===== src/rtl/gpio_irq_pkg.sv =====
package gpio_irq_pkg;

  // Byte offsets of the register words; software depends on these values.
  localparam logic [7:0] OFS_DIR  = 8'h00;
  localparam logic [7:0] OFS_IN   = 8'h04;
  localparam logic [7:0] OFS_SET  = 8'h0C;
  localparam logic [7:0] OFS_CLR  = 8'h10;
  localparam logic [7:0] OFS_EN   = 8'h14;
  localparam logic [7:0] OFS_TYPE = 8'h18;
  localparam logic [7:0] OFS_POL  = 8'h1C;
  localparam logic [7:0] OFS_PEND = 8'h20;
  localparam logic [7:0] OFS_MASK = 8'h24;

  typedef enum logic [3:0] {
    RD_NONE, RD_DIR, RD_IN, RD_OUT, RD_EN, RD_TYPE, RD_POL, RD_PEND, RD_MASK
  } rdSel_e;

  typedef struct packed {
    logic   wrDir;
    logic   wrSet;
    logic   wrClr;
    logic   wrEn;
    logic   wrType;
    logic   wrPol;
    logic   wrPend;
    logic   wrMask;
    rdSel_e rdSel;
  } ctrlStrobe_t;

endpackage


===== src/rtl/gpio_irq_decode.sv =====
module gpio_irq_decode
  import gpio_irq_pkg::*;
#(
  parameter int ADDR_W = 8
) (
  input  logic              clk,
  input  logic              rstN,
  input  logic [ADDR_W-1:0] busAddr,
  input  logic              busWrEn,
  output ctrlStrobe_t       strb
);

  function automatic logic hit(input logic [ADDR_W-1:0] a, input logic [7:0] ofs);
    return a == ADDR_W'(ofs);
  endfunction

  always_comb begin
    strb        = '0;
    strb.rdSel  = RD_NONE;
    strb.wrDir  = busWrEn && hit(busAddr, OFS_DIR);
    strb.wrSet  = busWrEn && hit(busAddr, OFS_SET);
    strb.wrClr  = busWrEn && hit(busAddr, OFS_CLR);
    strb.wrEn   = busWrEn && hit(busAddr, OFS_EN);
    strb.wrType = busWrEn && hit(busAddr, OFS_TYPE);
    strb.wrPol  = busWrEn && hit(busAddr, OFS_POL);
    strb.wrPend = busWrEn && hit(busAddr, OFS_PEND);
    strb.wrMask = busWrEn && hit(busAddr, OFS_MASK);
    if      (hit(busAddr, OFS_DIR))  strb.rdSel = RD_DIR;
    else if (hit(busAddr, OFS_IN))   strb.rdSel = RD_IN;
    else if (hit(busAddr, OFS_SET))  strb.rdSel = RD_OUT;
    else if (hit(busAddr, OFS_EN))   strb.rdSel = RD_EN;
    else if (hit(busAddr, OFS_TYPE)) strb.rdSel = RD_TYPE;
    else if (hit(busAddr, OFS_POL))  strb.rdSel = RD_POL;
    else if (hit(busAddr, OFS_PEND)) strb.rdSel = RD_PEND;
    else if (hit(busAddr, OFS_MASK)) strb.rdSel = RD_MASK;
  end

  // one access reaches at most one register
  a_r10_single_strobe: assert property (@(posedge clk) disable iff (!rstN)
    $onehot0({strb.wrDir, strb.wrSet, strb.wrClr, strb.wrEn,
              strb.wrType, strb.wrPol, strb.wrPend, strb.wrMask}));

endmodule


===== src/rtl/gpio_irq_datapath.sv =====
module gpio_irq_datapath
  import gpio_irq_pkg::*;
#(
  parameter int NUM_PINS   = 8,
  parameter bit DIR_INVERT = 1'b0
) (
  input  logic                clk,
  input  logic                rstN,
  input  ctrlStrobe_t         strb,
  input  logic [31:0]         wrData,
  output logic [31:0]         rdData,
  input  logic [NUM_PINS-1:0] pinIn,
  output logic [NUM_PINS-1:0] pinOut,
  output logic [NUM_PINS-1:0] pinOutEn,
  output logic                irqOut
);

  localparam int PAD_W = 32 - NUM_PINS;

  logic [NUM_PINS-1:0] wrBits;
  logic [NUM_PINS-1:0] dirReg, outReg, enReg, typeReg, polReg, maskReg, pendReg;
  logic [NUM_PINS-1:0] syncA, syncB, prevB;
  logic [NUM_PINS-1:0] edgeHit, pendNext, keepMask;
  logic                irqReg;

  assign wrBits = wrData[NUM_PINS-1:0];

  always_ff @(posedge clk or negedge rstN) begin
    if (!rstN) begin
      dirReg  <= '0;
      outReg  <= '0;
      enReg   <= '0;
      typeReg <= '0;
      polReg  <= '0;
      maskReg <= '0;
    end else begin
      if (strb.wrDir)  dirReg  <= wrBits;
      if (strb.wrSet)  outReg  <= outReg | wrBits;
      if (strb.wrClr)  outReg  <= outReg & ~wrBits;
      if (strb.wrEn)   enReg   <= wrBits;
      if (strb.wrType) typeReg <= wrBits;
      if (strb.wrPol)  polReg  <= wrBits;
      if (strb.wrMask) maskReg <= wrBits;
    end
  end

  always_ff @(posedge clk or negedge rstN) begin
    if (!rstN) begin
      syncA   <= '0;
      syncB   <= '0;
      prevB   <= '0;
      pendReg <= '0;
      irqReg  <= 1'b0;
    end else begin
      syncA   <= pinIn;
      syncB   <= syncA;
      prevB   <= syncB;
      pendReg <= pendNext;
      irqReg  <= |(pendReg & enReg & maskReg);
    end
  end

  for (genvar i = 0; i < NUM_PINS; i++) begin : g_pin
    assign edgeHit[i] = polReg[i] ? (syncB[i] & ~prevB[i]) : (~syncB[i] & prevB[i]);
    assign pendNext[i] = typeReg[i]
      ? (enReg[i] & (syncB[i] == polReg[i]))
      : ((enReg[i] & edgeHit[i]) | (pendReg[i] & ~(strb.wrPend & wrBits[i])));
  end

  if (DIR_INVERT) begin : g_dir_inv
    assign pinOutEn = ~dirReg;
  end else begin : g_dir_norm
    assign pinOutEn = dirReg;
  end

  assign pinOut = outReg;
  assign irqOut = irqReg;

  always_comb begin
    unique case (strb.rdSel)
      RD_DIR:  rdData = {{PAD_W{1'b0}}, dirReg};
      RD_IN:   rdData = {{PAD_W{1'b0}}, syncB};
      RD_OUT:  rdData = {{PAD_W{1'b0}}, outReg};
      RD_EN:   rdData = {{PAD_W{1'b0}}, enReg};
      RD_TYPE: rdData = {{PAD_W{1'b0}}, typeReg};
      RD_POL:  rdData = {{PAD_W{1'b0}}, polReg};
      RD_PEND: rdData = {{PAD_W{1'b0}}, pendReg};
      RD_MASK: rdData = {{PAD_W{1'b0}}, maskReg};
      default: rdData = '0;
    endcase
  end

  // Edge pending bits that must survive this cycle
  always_comb keepMask = pendReg & ~typeReg & ~(strb.wrPend ? wrBits : '0);

  // a set write raises every written bit
  a_r2_set_bits: assert property (@(posedge clk) disable iff (!rstN)
    strb.wrSet |=> ((outReg & $past(wrBits)) == $past(wrBits)));

  // a clear write lowers every written bit
  a_r3_clear_bits: assert property (@(posedge clk) disable iff (!rstN)
    strb.wrClr |=> ((outReg & $past(wrBits)) == '0));

  // without a set or clear write the outputs hold
  a_r3_out_hold: assert property (@(posedge clk) disable iff (!rstN)
    !(strb.wrSet || strb.wrClr) |=> $stable(outReg));

  // an edge pending bit is only lost through a write-one clear
  a_r7_edge_hold: assert property (@(posedge clk) disable iff (!rstN)
    1'b1 |=> ((pendReg & $past(keepMask)) == $past(keepMask)));

  // a disabled level pin never reports pending
  a_r8_level_disabled: assert property (@(posedge clk) disable iff (!rstN)
    1'b1 |=> ((pendReg & $past(typeReg & ~enReg)) == '0));

  // the interrupt needs an enabled, unmasked pin one cycle earlier
  a_r9_irq_gated: assert property (@(posedge clk) disable iff (!rstN)
    irqOut |-> $past(|(enReg & maskReg)));

endmodule


===== src/rtl/gpio_irq_ctrl.sv =====
module gpio_irq_ctrl
  import gpio_irq_pkg::*;
#(
  parameter int NUM_PINS   = 8,     // must be below 32
  parameter bit DIR_INVERT = 1'b0,  // 1: a set direction bit means input
  parameter int ADDR_W     = 8
) (
  input  logic                clk,
  input  logic                rstN,
  input  logic [ADDR_W-1:0]   busAddr,
  input  logic                busWrEn,
  input  logic [31:0]         busWrData,
  output logic [31:0]         busRdData,
  input  logic [NUM_PINS-1:0] pinIn,
  output logic [NUM_PINS-1:0] pinOut,
  output logic [NUM_PINS-1:0] pinOutEn,
  output logic                irqOut
);

  ctrlStrobe_t strb;

  gpio_irq_decode #(.ADDR_W(ADDR_W)) u_decode (
    .clk     (clk),
    .rstN    (rstN),
    .busAddr (busAddr),
    .busWrEn (busWrEn),
    .strb    (strb)
  );

  gpio_irq_datapath #(.NUM_PINS(NUM_PINS), .DIR_INVERT(DIR_INVERT)) u_datapath (
    .clk      (clk),
    .rstN     (rstN),
    .strb     (strb),
    .wrData   (busWrData),
    .rdData   (busRdData),
    .pinIn    (pinIn),
    .pinOut   (pinOut),
    .pinOutEn (pinOutEn),
    .irqOut   (irqOut)
  );

endmodule


===== config.mk =====
export PLATFORM = sky130hd
export DESIGN_NAME = gpio_irq_ctrl
export DESIGN_NICKNAME = d
export VERILOG_FILES = /design/src/rtl/gpio_irq_pkg.sv /design/src/rtl/gpio_irq_decode.sv /design/src/rtl/gpio_irq_datapath.sv /design/src/rtl/gpio_irq_ctrl.sv
export SDC_FILE = /design/constraint.sdc
export NUM_CORES = 1
export LEC_CHECK = 0
export BUFFER_PORTS_ARGS = -buffer_cell sky130_fd_sc_hd__buf_4
export CORE_MARGIN = 10
export CORE_UTILIZATION = 30
export CTS_CLUSTER_DIAMETER = 50
export DETAILED_ROUTE_END_ITERATION = 8
export HOLD_SLACK_MARGIN = 0.08
export SETUP_SLACK_MARGIN = 0.2
export SLEW_MARGIN = 40
export SYNTH_ARGS = -nofsm -noshare
export SYNTH_HDL_FRONTEND = slang
export SYNTH_SLANG_ARGS = --single-unit

===== constraint.sdc =====
create_clock -name clk -period 2.38 [get_ports clk]
set_clock_uncertainty 0.15 [all_clocks]
set_input_delay 0.357 -clock clk [delete_from_list [all_inputs] [get_ports clk]]
set_output_delay 0.357 -clock clk [all_outputs]
set_load 0.01 [all_outputs]

[After elaboration in Yosys (flattened, before gate mapping)]
Cells that the tools add are included.
Word-level totals
  bits in registers: 81
  latch bits: 0
  RAM bits: 0
  bits in read-only memories: 0
  word-level logic and storage cells: 158
  memories kept: 0
Operators by class
  $add $sub $neg: 0
  multipliers: 0
  div/mod/pow operators: 0
  $lt $le $gt $ge: 0
  eq/ne operators: 24
  shifts and indexed selects: 0
  mux-type cells: 27
  bitwise logic cells: 85
  reduce and logical (&&, ||, !) cells: 11
Operator list (count)
  8-bit one-hot mux with 8 select lines: 1
  1-bit bitwise AND: 48
  8-bit by 5-bit == test with 1-bit output (second input constant): 4
  4-bit 2-to-1 mux: 8
  8-bit bitwise AND: 3
  1-bit inverter: 24
  4-bit by 3-bit == test with 1-bit output (second input constant): 4
  8-bit by 6-bit == test with 1-bit output (second input constant): 2
  1-bit 2-to-1 mux: 16
  8-bit 2-to-1 mux: 2
  1-bit == test: 8
  4-bit by 2-bit == test with 1-bit output (second input constant): 2
  8-bit by 3-bit == test with 1-bit output (second input constant): 1
  8-bit by 4-bit == test with 1-bit output (second input constant): 1
  1-bit logical AND: 8
  8-bit zero test: 1
  8-bit inverter: 1
  1-bit bitwise OR: 8
  8-bit bitwise OR: 1
  8-bit OR reduction: 1
  4-bit by 1-bit == test with 1-bit output (second input constant): 1
  4-bit == test (second input constant): 1
  2-bit nonzero test: 1

[Depth between registers and ports, before layout]
Gate-level depths: netlist (run 1).
  depth in word-level cells: 11
  depth in mapped cells: 6
  gate-level depth less buffers: 4

[By module]
From an unflattened synthesis (run 1), not the netlist that was laid out.
Second synthesis, totals
  cell total of the unflattened synthesis: 353
  area total of the unflattened synthesis: 3851.2 sq um
Modules (own cells, without submodules)
  gpio_irq_datapath: times used 1, cells an instance 318, area an instance 3668.5 sq um
  gpio_irq_decode: times used 1, cells an instance 35, area an instance 182.7 sq um

[Least setup slack after synthesis (run 1)]
Ideal clock, no wire load.
  kind: input to output
  start point: input busAddr[7]
  end point: output busRdData[7]
  arrival: 1.716 ns
  data required time: 1.873 ns
  path slack: 0.157 ns
  stages: 5
  buffers on the path: 1
  cells stage by stage: or3_1 clkbuf_1 or3_1 a2111oi_0 a211o_1
On the way
  cells in the longest elaborated chain, start to end: 11
RTL lines
  start, declared: RTL line gpio_irq_ctrl.sv:10  | input logic [ADDR_W-1:0] busAddr,
  8-bit by 6-bit == test with 1-bit output: RTL line gpio_irq_decode.sv:14  | return a == ADDR_W'(ofs);
  4-bit 2-to-1 mux: RTL line gpio_irq_decode.sv:35  | else if (hit(busAddr, OFS_MASK)) strb.rdSel = RD_MASK;
  4-bit 2-to-1 mux: RTL line gpio_irq_decode.sv:34  | else if (hit(busAddr, OFS_PEND)) strb.rdSel = RD_PEND;
  4-bit 2-to-1 mux: RTL line gpio_irq_decode.sv:33  | else if (hit(busAddr, OFS_POL)) strb.rdSel = RD_POL;
  4-bit 2-to-1 mux: RTL line gpio_irq_decode.sv:32  | else if (hit(busAddr, OFS_TYPE)) strb.rdSel = RD_TYPE;
  4-bit 2-to-1 mux: RTL line gpio_irq_decode.sv:31  | else if (hit(busAddr, OFS_EN)) strb.rdSel = RD_EN;
  4-bit 2-to-1 mux: RTL line gpio_irq_decode.sv:30  | else if (hit(busAddr, OFS_SET)) strb.rdSel = RD_OUT;
  4-bit 2-to-1 mux: RTL line gpio_irq_decode.sv:29  | else if (hit(busAddr, OFS_IN)) strb.rdSel = RD_IN;
  4-bit 2-to-1 mux (*): RTL line gpio_irq_decode.sv:28  | if (hit(busAddr, OFS_DIR)) strb.rdSel = RD_DIR;
  4-bit == test, or another cell as far along: RTL line gpio_irq_datapath.sv:80  | unique case (strb.rdSel)
  8-bit one-hot mux with 8 select lines (*): RTL line gpio_irq_datapath.sv:80
  end, declared: RTL line gpio_irq_ctrl.sv:13  | output logic [31:0] busRdData,
Every way passes the cells marked *; elsewhere a longest branch is shown, timed or not.

[Final worst setup path (run 1)]
Same ends and word-level chain as after synthesis.

==> impl_metrics.ini, run 1 <==
[die]
fp.dieW_um = 134
core_um2 = 12600
die_area_um2 = 17800
die_y_um = 134
initial_core_util_pct = 30.6
ios = 100
row_count = 41

[finish]
multi_input_area_um2 = 1740
drive_above_1_share_pct = 38.1
antenna_cells = 0
fin_nets = 470
stdcell_area_um2 = 5130
syn2layout_area_growth_pct = 32.6
nFillCells = 1234
finalCoreUtilization_pct = 40.6
ff_latch_area_um2 = 2030

[hold_path]
hold_path.class = in -> reg

[placed_design]
hpwl_um = 7440
place.gp.congestion = 0.865
pre_cts_slack_ps = 44.0
post_dp_cell_area_um2 = 4510
io_buffer_count = 51

[cts]
cts_made_buffers = 9
path_clk_slew_ps = 60
clk_latency_ps = 330
cts.sinks = 81
cts-htree-levels = 3
clockRootBuffer = clkbuf_16
cts_tree = done
clockBufferDepth = 2

[setup_path]
required_ps = 1870
crit_fanout = 2
crit_path_end_kind = output pin
critical_path_class = in -> out
arrival_ps = 1800
start_kind = input pin

[sta]
period_share_pct = 96.8
setup_tns_ps = 0
hold_violations = 0
rsz0062_at_grt = true
finalMaxSlewViolations = 0
relSlewSlack_pct = 59.2
worstMarginPinSlew_ps = 611
whs_ps = 105
fmax_mhz = 434
finalWorstSetupSlack_ps = 76.7
period_needed_ps = 2300
setup-violations-final = 0

[global_routing]
grt_max_degree = 48
groute.usage.overall_pct = 12.2
grt_overflow_total = 0
grt_antenna_before_repair = 0
grt_pass1_wl_um = 17500
first_global_vias = 3192

[yosys]
ys_seq_area_share_pct = 52.4
synth_top_area_share_pct = 52.4
ys_ff_latch = 81
synth_area_leader_cell = dfrtp_1
synth_enable_flop_cells = 0
synth_area_leaders = dfrtp_1 52%, mux2_2 9.3%, buf_4 4.7%, mux2i_1 4.1%, mux2_4 3.1%
yosys_warnings = 0
synth_cell_types = 41
async_flop_share_pct = 100
syn_inst = 328
ys.flop_type = dfrtp_1
synth.avg_cell_area_um2 = 11.8
mappedNetlistArea_um2 = 3870

[power]
p_leak_uw = 0.00242
p_per_area_nw_per_um2 = 641
peakVddDrop_uv = 339

[drt]
dr_total_vias = 3010
routed_wl_um = 10900
postRouteAntennaNets = 0
drc = 0
routedWlPerCell_um = 18.3
drt_first_pass_iters = 5
drt_iter0_drc = 258
drt-vias-per-instance = 5.06

[status]
status = finished, final reports clean

[run]
drv_cap = 0
==> state kept, by name, summed over array words and instances, names as in the netlist, named ones only <==
name and count:
u_datapath.enReg 8, u_datapath.polReg 8, u_datapath.prevB 8, u_datapath.syncA 8
u_datapath.syncB 8, u_datapath.irqOut 1, u_datapath.pendReg 8, u_datapath.maskReg 8
u_datapath.typeReg 8, u_datapath.pinOutEn 8
==> through the flow <==
stage / instances / total power [uW]
detailed placement: 562 / 1890
finish: 595 / 3290
CTS: 593 / 3310
floorplan: 351 / 1740
global route: 595 / 3430
global placement: 562 / 1870
==> area by class of cell <==
| cell class | instances | area share, % |
|---|---|---|
| Inverter | 8 | 0.586 |
| Tap cell | 172 | 4.20 |
| Multi-Input combinational cell | 224 | 34.0 |
| Sequential cell | 81 | 39.5 |
| Clock inverter | 3 | 0.781 |
| Timing Repair Buffer | 95 | 15.9 |
| Clock buffer | 12 | 5.00 |
==> per-layer routing <==
layer	vias to the layer above	routed length, um	global-route usage, %	part of all wire (%)
li1	1354	-	-	-
met1	1493	4670	16.0	43
met2	145	4880	18.4	45
met3	18	1130	4.77	10
met4	0	190	3.02	1.7
met5	-	0	0	0
==> critical path, cell delays in order <==
cell       delay [ps]
buf_8             100
or3_4             380
or3_1             370
a2111oi_2         320
a211o_1           160
buf_6             100
==> power breakdown <==
| part | switching (uW) | internal, uW |
|---|---|---|
| combinational | 175 | 181 |
| sequential | 83.9 | 1470 |
| clock | 515 | 860 |
==> timing repair <==
item                                    in CTS  in global routing
endpoints found under the setup margin       8                  8
hold buffers                                 9                  0
buffers inserted                             6                  2
resized for setup                           32                 19
endpoints found under the hold margin       52                  0
gates cloned                                 1                  0
pin swaps                                    7                 12
==> kinds of logic after synthesis <==
kind of cell,after synthesis,synth area share (%)
AOI/OAI and AO/OA,73,13.4
buffers and inverters,46,7.18
DFF,81,52.4
muxes,56,16.6
other,1,0.0970
and+or+nand+nor,71,10.4
==> cell usage after synthesis, types with 7 or more instances <==
cell,count
dfrtp_1,81
a32o_1,8
o31ai_1,8
nor2_1,16
a21oi_1,23
o32a_1,7
nand2b_1,8
inv_1,8
buf_4,24
o21ai_0,9
nand3_1,18
mux2i_1,16
mux2_2,32
nand2_1,10
a21boi_0,7
a221oi_1,7
mux2_4,8
==> final timing paths <==
kind / start / cells after the start / slack (ps) / endpoint
min reg2reg: u_datapath.syncA[2] / 0 / 190 / u_datapath.syncB[2]
max: busAddr[7] / 6 / 80 / busRdData[7]
max reg2reg: u_datapath.pendReg[6] / 4 / 1040 / u_datapath.irqOut
max in group asynchronous: rstN / 3 / 920 / u_datapath.pinOutEn[7]
min in group asynchronous: rstN / 2 / 430 / u_datapath.syncA[6]
min: busWrData[2] / 2 / 110 / flip-flop
==> cells in the final DEF, fill, tap and decap left out, drive strengths merged, types with 2 or more instances in the layout <==
cell type,synthesis,layout
a21boi,7,7
a21oi,23,23
a221oi,7,7
a32o,8,8
and3,3,3
buf,32,86
clkbuf,6,12
clkinv,0,2
conb,1,24
dfrtp,81,81
dlygate4sd3,0,9
inv,8,8
mux2,40,40
mux2i,16,16
nand2,10,10
nand2b,8,8
nand3,19,19
nand4,2,2
nor2,17,17
nor4b,2,2
o21ai,9,9
o31ai,8,8
o32a,7,7
or3,2,2
Note: power is estimated with default switching activity, not from simulation.
==> inputs of run 2 (changes only) <==
Settings changed: SETUP_SLACK_MARGIN 0.2 to unset.
==> impl_metrics.ini, run 2 (synthesis gave the netlist of run 1 again) <==
[status]
status = finished, final reports clean

[die]
initial_core_util_pct = 30.6
die_y_um = 134
die_area_um2 = 17800
fp.dieW_um = 134
row_count = 41
core_um2 = 12600
ios = 100

[sta]
hold_violations = 0
setup-violations-final = 0
finalMaxSlewViolations = 0
period_share_pct = 98.7
relSlewSlack_pct = 65.7
fmax_mhz = 426
rsz0062_at_grt = true
worstMarginPinSlew_ps = 515
whs_ps = 91.5
period_needed_ps = 2350
setup_tns_ps = 0

[cts]
clockRootBuffer = clkbuf_16
clockBufferDepth = 2
cts-htree-levels = 3
cts.sinks = 81
cts_setup_buffers = 0
path_clk_slew_ps = 60
cts_tree = done
clk_latency_ps = 350
cts_made_buffers = 9

[placed_design]
io_buffer_count = 51
place.gp.congestion = 0.871
dp.cells = 565
hpwl_um = 7660
post_dp_cell_area_um2 = 4530

[power]
power.switching_uw = 826
clkPwrFrac_pct = 42.3
p_per_area_nw_per_um2 = 659
p_leak_uw = 0.00233
totalPowerFinal_uw = 3270
peakVddDrop_uv = 356
seq_power_share_pct = 47.4
swShare_pct = 25.2
internal-power_uw = 2450
comb_power_share_pct = 10.2

[finish]
drive_above_1_share_pct = 34.4
fin_nets = 465
layout_commonest_cell = dfrtp_1
syn2layout_area_growth_pct = 28.4
final_cell_count_no_fill = 591
antenna_cells = 0
stdcell_area_um2 = 4960
final_cell_mix = 81 x dfrtp_1, 79 x buf_4, 32 x mux2_2

[drt]
dr_total_vias = 2979
routedWlPerCell_um = 18.1
drt-vias-per-instance = 5.04
routed_wl_um = 10700
drt_iter0_drc = 343
drc = 0
drt_first_pass_iters = 5
postRouteAntennaNets = 0

[run]
drv_cap = 0

[global_routing]
grt_overflow_total = 0
first_global_vias = 3052
grt_max_degree = 41
grt_pass1_wl_um = 16900
groute.usage.overall_pct = 12.0
grt_antenna_before_repair = 0

[hold_path]
hold_path.class = in -> reg
hp-start = busWrData[6]

[setup_path]
required_ps = 1870
r2r_start = u_datapath.enReg[6]
crit_start = busAddr[7]
arrival_ps = 1840
crit_path_end_kind = output pin
critical_path_class = in -> out
crit_fanout = 2
start_kind = input pin
-- run 2: changes by cell type in the layout (fill, tap and decap cells not counted), sizes merged --
| cell | previous run | this run |
|---|---|---|
| clkinv | 2 | 3 |
| clkinvlp | 0 | 3 |
| buf | 86 | 81 |
| clkbuf | 12 | 9 |
-- run 2: critical path: stages --
cell,delay (ps)
buf_4,110
or3_1,400
or3_4,390
a2111oi_4,300
a211o_1,160
buf_4,120
-- run 2: repair_timing --
| item | 4_1_cts | 5_1_grt |
|---|---|---|
| hold endpoints to repair | 46 | 0 |
| setup endpoints to repair | 1 | 5 |
| pin swaps | 0 | 1 |
| hold buffers | 9 | 0 |
| gates cloned | 0 | 1 |
| gates resized for setup | 1 | 8 |
-- run 2: routing by layer --
| metal | track usage [%] | share of wire, % | vias up |
|---|---|---|---|
| li1 | - | - | 1338 |
| met1 | 16.0 | 46 | 1491 |
| met2 | 17.0 | 44 | 127 |
| met3 | 4.17 | 7.4 | 23 |
| met4 | 5.08 | 2.4 | 0 |
| met5 | 0 | 0 | - |
-- run 2: worst paths after layout --
path / to / slack (ps) / cells after the start
hold / removal: flip-flop / 90 / 2
min in group asynchronous: u_datapath.syncA[6] / 370 / 2
hold reg to reg: u_datapath.syncB[7] / 200 / 0
max in group asynchronous: u_datapath.pendReg[2] / 930 / 3
setup / recovery: busRdData[7] / 30 / 6
setup reg to reg: u_datapath.irqOut / 1070 / 4
-- run 2: power by group through the flow --
stage	Combinational (uW)	Clock [uW]	Sequential, uW
final	334	1390	1550
after global routing	370	1470	1560
after CTS	329	1420	1550
after detailed placement	315	0	1580
after global placement	306	0	1570
after floorplan	189	0	1550
-- run 2: area by class of cell --
class                           count  area (um2)
Clock buffer                        9         225
Clock inverter                      7        71.3
Fill cell                        1259        7660
Inverter                            8        30.0
Multi-Input combinational cell    224        1700
Sequential cell                    81        2030
Tap cell                          172         215
Timing Repair Buffer               90         699
-- run 2: metrics by stage --
step,utilization (%),setup slack (ps)
6_report,39.3,31.0
5_1_grt,39.3,1.85
4_1_cts,38.9,11.2
3_5_place_dp,35.9,-10.1
3_3_place_gp,35.9,3.67
2_1_floorplan,-,157
==> inputs of run 3 (changes only) <==
Settings changed: PLACE_DENSITY set to 0.47.
==> impl_metrics.ini, run 3 (synthesis gave the netlist of run 1 again) <==
[power]
swShare_pct = 24.3
seq_power_share_pct = 45.8
internal-power_uw = 2560
peakVddDrop_uv = 399
p_per_area_nw_per_um2 = 678
p_leak_uw = 0.00233
power.switching_uw = 821
comb_power_share_pct = 9.8
clkPwrFrac_pct = 44.4

[die]
fp.dieW_um = 134
row_count = 41
die_area_um2 = 17800
core_um2 = 12600
initial_core_util_pct = 30.6
die_y_um = 134
ios = 100

[finish]
layout_commonest_cell = dfrtp_1
drive_above_1_share_pct = 33.7
ff_latch_area_um2 = 2030
finalCoreUtilization_pct = 39.5
stdcell_area_um2 = 4990
syn2layout_area_growth_pct = 29.0
antenna_cells = 0
final_cell_mix = 81 x dfrtp_1, 72 x buf_4, 32 x mux2_2
multi_input_area_um2 = 1680
nFillCells = 1241
fin_nets = 461

[global_routing]
grt_max_degree = 52
groute.usage.overall_pct = 11.9
grt_antenna_before_repair = 0
first_global_vias = 3017
grt_overflow_total = 0
grt_pass1_wl_um = 16700

[sta]
finalWorstSetupSlack_ps = 43.5
setup_tns_ps = 0
period_share_pct = 98.2
hold_violations = 0
period_needed_ps = 2340
relSlewSlack_pct = 62.4
fmax_mhz = 428
rsz0062_at_grt = false
setup-violations-final = 0
finalMaxSlewViolations = 0
worstMarginPinSlew_ps = 557

[status]
status = finished, final reports clean

[placed_design]
pre_cts_slack_ps = 28.8
place.gp.congestion = 0.781
post_dp_cell_area_um2 = 4530
io_buffer_count = 51
hpwl_um = 7350

[cts]
cts-htree-levels = 3
clockBufferDepth = 2
path_clk_slew_ps = 60
clockRootBuffer = clkbuf_16
cts_tree = done
cts_made_buffers = 9
cts.sinks = 81
clk_latency_ps = 340

[setup_path]
crit_path_max_incr_delay_ps = 400
start_kind = input pin
r2r_slack_ps = 1000
critical_path_class = in -> out
crit_path_end_kind = output pin
worstRegToRegCells = 4
crit_fanout = 2
arrival_ps = 1830
worst_path_most_repeated_cell = or3_4
cp_cell_sequence = buf_4 > or3_4 > or3_4 > a2111oi_4 > a211o_1 > buf_6
cpMaxStageDelayCell = or3_4
required_ps = 1870

[drt]
drt-vias-per-instance = 4.93
drt_first_pass_iters = 4
drc = 0
routed_wl_um = 10600
postRouteAntennaNets = 0
dr_total_vias = 2892
routedWlPerCell_um = 18.0
drt_iter0_drc = 132

[run]
drv_cap = 0

[hold_path]
whs_path_depth = 2
hold_path.class = in -> reg
[run 3: critical path: cells and delay by family]
kind                   cells  cell delay [ps]
AO/OA/AOI/OAI              2              490
AND/OR/NAND/NOR            2              760
buffers and inverters      2              210
[run 3: metal layers]
| metal | share of wire, % | vias up | GRT usage, % |
|---|---|---|---|
| met3 | 5.9 | 14 | 3.23 |
| met2 | 44 | 90 | 17.2 |
| met5 | 0 | - | 0 |
| met4 | 1.8 | 0 | 4.72 |
| li1 | - | 1323 | - |
| met1 | 49 | 1465 | 16.3 |
[run 3: worst paths after layout]
check / from / end
hold reg to reg: u_datapath.syncA[6] / u_datapath.syncB[6]
setup reg to reg: u_datapath.enReg[6] / u_datapath.irqOut
min in group asynchronous: rstN / u_datapath.syncB[6]
setup / recovery: busAddr[7] / busRdData[7]
hold / removal: busWrData[5] / flip-flop
max in group asynchronous: rstN / u_datapath.pendReg[0]
[run 3: power by group through the flow]
stage,clock network (uW),registers [uW],logic [uW]
finish,1500,1550,331
global route,1600,1560,369
CTS,1530,1550,331
detailed placement,0,1570,319
global placement,0,1570,314
floorplan,0,1550,189
[run 3: repair_timing]
action,CTS,global route
hold buffers,9,0
endpoints found under the hold margin,38,0
endpoints found under the setup margin,0,1
gates resized for setup,0,7
setup buffers,0,1
[run 3: area by class of cell]
type	count	area share [%]
flip-flops and latches	81	40.6
multi-input cells	224	33.7
repair buffers	86	14.3
clock buffers	10	4.59
well taps	172	4.31
clock inverters	6	1.83
inverters	8	0.602
[run 3: metrics by stage]
stage          std cells  power (uW)  hold WS (ps)
6_report             587        3380          95.8
5_1_grt              587        3530           104
4_1_cts              586        3410          92.2
3_5_place_dp         561        1890           178
3_3_place_gp         561        1890           175
2_1_floorplan        351        1740         -88.6
